### config.mk
export PLATFORM = sky130hd
export DESIGN_NAME = srl_retentive
export DESIGN_NICKNAME = d
export VERILOG_FILES = /design/src/rtl/srl_pkg.sv /design/src/rtl/srl_priority.sv /design/src/rtl/srl_shadow.sv /design/src/rtl/srl_retentive.sv
export SDC_FILE = /design/constraint.sdc
export NUM_CORES = 1
export LEC_CHECK = 0
export ABC_AREA = 1
export BUFFER_PORTS_ARGS = -buffer_cell sky130_fd_sc_hd__buf_2
export CORE_AREA = 10 10 47 49
export CTS_CLUSTER_SIZE = 25
export DETAILED_ROUTE_END_ITERATION = 7
export DIE_AREA = 0 0 57 59
export PLACE_DENSITY = 0.4
export REMOVE_ABC_BUFFERS = 1
export SYNTH_ARGS = -nofsm -noshare
export SYNTH_HDL_FRONTEND = slang
export SYNTH_SLANG_ARGS = --single-unit
### constraint.sdc
create_clock -name clk -period 0.9 [get_ports clk]
set_input_delay 0.18 -clock clk [delete_from_list [all_inputs] [get_ports clk]]
set_output_delay 0.18 -clock clk [all_outputs]
set_load 0.05 [all_outputs]
### src/rtl/srl_pkg.sv
package srl_pkg;

    typedef enum logic [1:0] {
        LATCH_CLEAR = 2'd0,
        LATCH_SET   = 2'd1,
        POWER_DOWN  = 2'd2
    } srl_state_e;

endpackage

### src/rtl/srl_priority.sv
// Resolves the set/clear request pair into the next stored bit.
module srl_priority #(
    parameter int PRIORITY_SET = 0
) (
    input  logic set_in,
    input  logic clr_in,
    input  logic cur_bit,
    output logic nxt_bit
);
    generate
        if (PRIORITY_SET != 0) begin : g_set_wins
            always_comb begin
                if (set_in)      nxt_bit = 1'b1;
                else if (clr_in) nxt_bit = 1'b0;
                else             nxt_bit = cur_bit;
            end
        end else begin : g_clr_wins
            always_comb begin
                if (clr_in)      nxt_bit = 1'b0;
                else if (set_in) nxt_bit = 1'b1;
                else             nxt_bit = cur_bit;
            end
        end
    endgenerate
endmodule

### src/rtl/srl_shadow.sv
// Shadow copy written at suspend; returns zero when retention is off.
module srl_shadow #(
    parameter int RETAIN = 1
) (
    input  logic clk,
    input  logic rst,
    input  logic capture,
    input  logic din,
    output logic dout
);
    localparam logic KEEP = (RETAIN != 0);

    logic held;

    always_ff @(posedge clk) begin
        if (rst)          held <= 1'b0;
        else if (capture) held <= din & KEEP;
    end

    assign dout = held;
endmodule

### src/rtl/srl_retentive.sv
module srl_retentive
    import srl_pkg::*;
#(
    parameter int PRIORITY_SET = 0,
    parameter int RETAIN       = 1
) (
    input  logic clk,
    input  logic rst,
    input  logic exec_en,
    input  logic set_in,
    input  logic clr_in,
    input  logic power_fail,
    input  logic restore,
    output logic q,
    output logic q_n
);
    srl_state_e st, st_nxt;
    logic       live_bit;
    logic       resolved_bit;
    logic       st_down;
    logic       capture;
    logic       shadow_bit;

    assign live_bit = (st == LATCH_SET);
    assign st_down  = (st == POWER_DOWN);
    assign capture  = !st_down && power_fail;

    srl_priority #(.PRIORITY_SET(PRIORITY_SET)) prio_i (
        .set_in (set_in),
        .clr_in (clr_in),
        .cur_bit(live_bit),
        .nxt_bit(resolved_bit)
    );

    srl_shadow #(.RETAIN(RETAIN)) shadow_i (
        .clk    (clk),
        .rst    (rst),
        .capture(capture),
        .din    (live_bit),
        .dout   (shadow_bit)
    );

    // next-state logic
    always_comb begin
        st_nxt = st;
        unique case (st)
            LATCH_CLEAR, LATCH_SET: begin
                if (power_fail)   st_nxt = POWER_DOWN;
                else if (exec_en) st_nxt = resolved_bit ? LATCH_SET : LATCH_CLEAR;
            end
            POWER_DOWN: begin
                if (restore) st_nxt = shadow_bit ? LATCH_SET : LATCH_CLEAR;
            end
            default: st_nxt = LATCH_CLEAR;
        endcase
    end

    // state register
    always_ff @(posedge clk) begin
        if (rst) st <= LATCH_CLEAR;
        else     st <= st_nxt;
    end

    // outputs
    always_comb begin
        unique case (st)
            LATCH_SET: q = 1'b1;
            default:   q = 1'b0;
        endcase
        q_n = ~q;
    end
endmodule

==> reports/summary.json <==
{
  "cts": {
    "cts.clk_slew.worst_paths_ns": 0.04,
    "cts_htree_levels": 1,
    "maximum_number_of_buffers_from_clock_root_to_sink": 2,
    "cts_root_buffer": "sky130_fd_sc_hd__clkbuf_4",
    "clkSinkCount": 3,
    "cts.hold.buffers_added": 0,
    "tritoncts": "done",
    "worst_skew_pair.late_latency_ns": 0.23,
    "numCtsBuffers": 3
  },
  "pwr": {
    "cell_internal_power_dissipation_w": 0.000363,
    "total_switching_power_w": 0.000146,
    "seq_power_share": 0.305,
    "leakage_power_summed_over_all_cells_nw": 0.167,
    "comb_power_share": 0.235,
    "clockPowerShare": 0.460,
    "power.share.switching": 0.286,
    "totalPowerFinal_w": 0.000509,
    "power_per_cell_area_nw_per_um2": 1650,
    "peakVddDrop_mv": 0.318
  },
  "layout": {
    "layout.cells.most_common_list": "sky130_fd_sc_hd__inv_1 (7), sky130_fd_sc_hd__buf_2 (6), sky130_fd_sc_hd__nand2_1 (5)",
    "finalCoreUtilization": 0.221,
    "num-nets-final": 53,
    "layout_commonest_cell": "sky130_fd_sc_hd__inv_1",
    "finalInstanceArea_um2": 309,
    "instances_no_fill": 61,
    "area.growth.synth_to_final_pct": 72.7,
    "drive_above_1_share": 0.444,
    "antenna_cells_inserted": 0
  },
  "place": {
    "dp_hpwl_um": 395,
    "place.port_buffers": 8,
    "cell_area_reported_after_detailed_placement_um2": 246,
    "dp.cells": 56,
    "dp_slack_ns": -0.0784,
    "gp_congestion": 0.694
  },
  "setup_path": {
    "worst-setup-path-type": "reg2out",
    "timing.critical_path.buf_inv": 2,
    "critPathSlowestCell": "sky130_fd_sc_hd__dfxtp_2",
    "worst_path_required_ns": 0.72,
    "start_kind": "flip-flop",
    "cp_slowest_stage_delay_ns": 0.34,
    "path_cells": "nor2_4 > inv_2 > buf_8",
    "critical_path.top_delay_family": "flip-flops",
    "cp_max_fo": 5,
    "worst_ep_arrival_time_ns": 0.89,
    "critical_path.endpoint_type": "output port",
    "reg_to_reg_setup_timing_slack_ns": -0.05
  },
  "timing": {
    "max_freq_mhz": 935,
    "slew_viol_final": 0,
    "setup_ws_ns": -0.169,
    "max_slew_margin": 0.912,
    "timing.final.crit_period_ns": 1.07,
    "timing.final.hold_violations": 0,
    "rsz0062_at_grt": "yes",
    "timing.final.setup_violations": 4,
    "fin_crit_sh": 1.19,
    "final.setup_skew_ns": 0.00386,
    "worst-slew-pin-transition_ns": 0.131
  },
  "route": {
    "route.detailed.vias_per_inst": 3.57,
    "drc_violations_left": 0,
    "dr.pass1.iters": 2,
    "route.vias.total": 218,
    "drtAntennaViolNets": 0,
    "total_length_of_routed_wires_um": 491,
    "post_drt_wl_per_cell_um": 8.05,
    "drt_first_iter_violations": 1
  },
  "global_routing": {
    "grt_remaining_overflow": 0,
    "grt_first_pass_wirelength_um": 848,
    "track_usage": 0.0350,
    "first_global_vias": 228,
    "maximum_number_of_pins_on_one_net_before_global_route_repair": 6,
    "antenna_found_initial": 0
  },
  "run_status": {
    "failed_checks": "negative setup slack",
    "outcome": "finished, violations left"
  },
  "yosys": {
    "post-synth-top-area-fraction": 0.336,
    "mappedNetlistArea_um2": 179,
    "yosys_warnings": 0,
    "synth_cells": 31,
    "post-synth-top-area-cell": "sky130_fd_sc_hd__dfxtp_1",
    "syn_avg_cell_area_um2": 5.77,
    "synth-seq-cells": 3,
    "synth_cell_type_count": 10,
    "seq_area_frac_synth": 0.336,
    "synth_top_cells_by_area": "sky130_fd_sc_hd__dfxtp_1 (34%), sky130_fd_sc_hd__inv_1 (19%), sky130_fd_sc_hd__nand2_1 (10%)"
  },
  "floorplanning": {
    "floorplan.io_pins": 9,
    "floorplan.initialDensity": 0.128,
    "die_width_um": 57,
    "die-area_um2": 3360,
    "fp.dieH_um": 59,
    "coreArea_um2": 1400,
    "std_cell_rows": 14
  },
  "worst_hold_path": {
    "kind_of_path_behind_the_tightest_hold_check": "in2reg"
  },
  "run": {
    "drv.max_cap_violation_count": 0
  }
}
[flip-flops by register name, indices dropped and copies added, names as in the netlist]
name and count:
shadow_i.dout 1, st 2
[layer usage]
metal | vias up | routed length, um | global-route usage
li1 | 119 | - | -
met1 | 92 | 216 | 0.0309
met2 | 7 | 217 | 0.0465
met3 | 0 | 57 | 0.0279
met4 | 0 | 0 | 0.0403
met5 | - | 0 | 0
[final timing paths]
check | cells after the start | startpoint | endpoint
max reg2reg | 6 | st[0] | st[0]
min reg2reg | 2 | st[1] | st[1]
max | 3 | st[1] | q_n
min | 2 | rst | st[1]
[synth_stat cells, drive strengths merged]
cell   number
nor2        6
dfxtp       3
a21oi       2
o21ai       2
nand3       3
nand2       6
inv         9
[cell families after synthesis]
| logic type | Yosys count | share of synthesized area |
|---|---|---|
| simple gates | 15 | 0.364 |
| flops | 3 | 0.336 |
| buf+inv | 9 | 0.189 |
| compound gates | 4 | 0.112 |
[power by group through the flow]
stage	sequential, W	clock, W	combinational, W
floorplan	0.000150	0	0.0000645
global placement	0.000152	0	0.0000979
detailed placement	0.000152	0	0.0000965
CTS	0.000155	0.000252	0.000121
global route	0.000156	0.000256	0.000134
finish	0.000155	0.000234	0.000119
[layout make-up]
class,count,area [um^2]
tap,16,20.0
multi-input combinational,19,92.6
sequential,3,62.6
timing repair buffer,10,71.3
fill,177,1090
inverter,9,36.3
clock buffer,4,26.3
[metrics by stage]
step / TNS, ns / hold slack, ns
CTS: -0.495 / 0.0982
finish: -0.414 / 0.110
global route: -0.689 / 0.110
detailed placement: -0.132 / 0.360
floorplan: -1.13 / 0.249
global placement: -0.151 / 0.355
[what timing repair did]
item	4_1_cts	5_1_grt
pin swaps	1	2
setup buffers	1	0
endpoints found under the setup margin	3	4
resized for setup	12	1
[worst reg2reg max path, stage by stage, from the launching register on]
cell                      delay, ns
sky130_fd_sc_hd__dfxtp_2       0.34
sky130_fd_sc_hd__inv_4         0.04
sky130_fd_sc_hd__buf_4         0.14
sky130_fd_sc_hd__nand3_1       0.11
sky130_fd_sc_hd__nand3_1       0.08
sky130_fd_sc_hd__nor2_1        0.09
sky130_fd_sc_hd__nor2_1        0.04
Power figures use the tool's default switching activity.
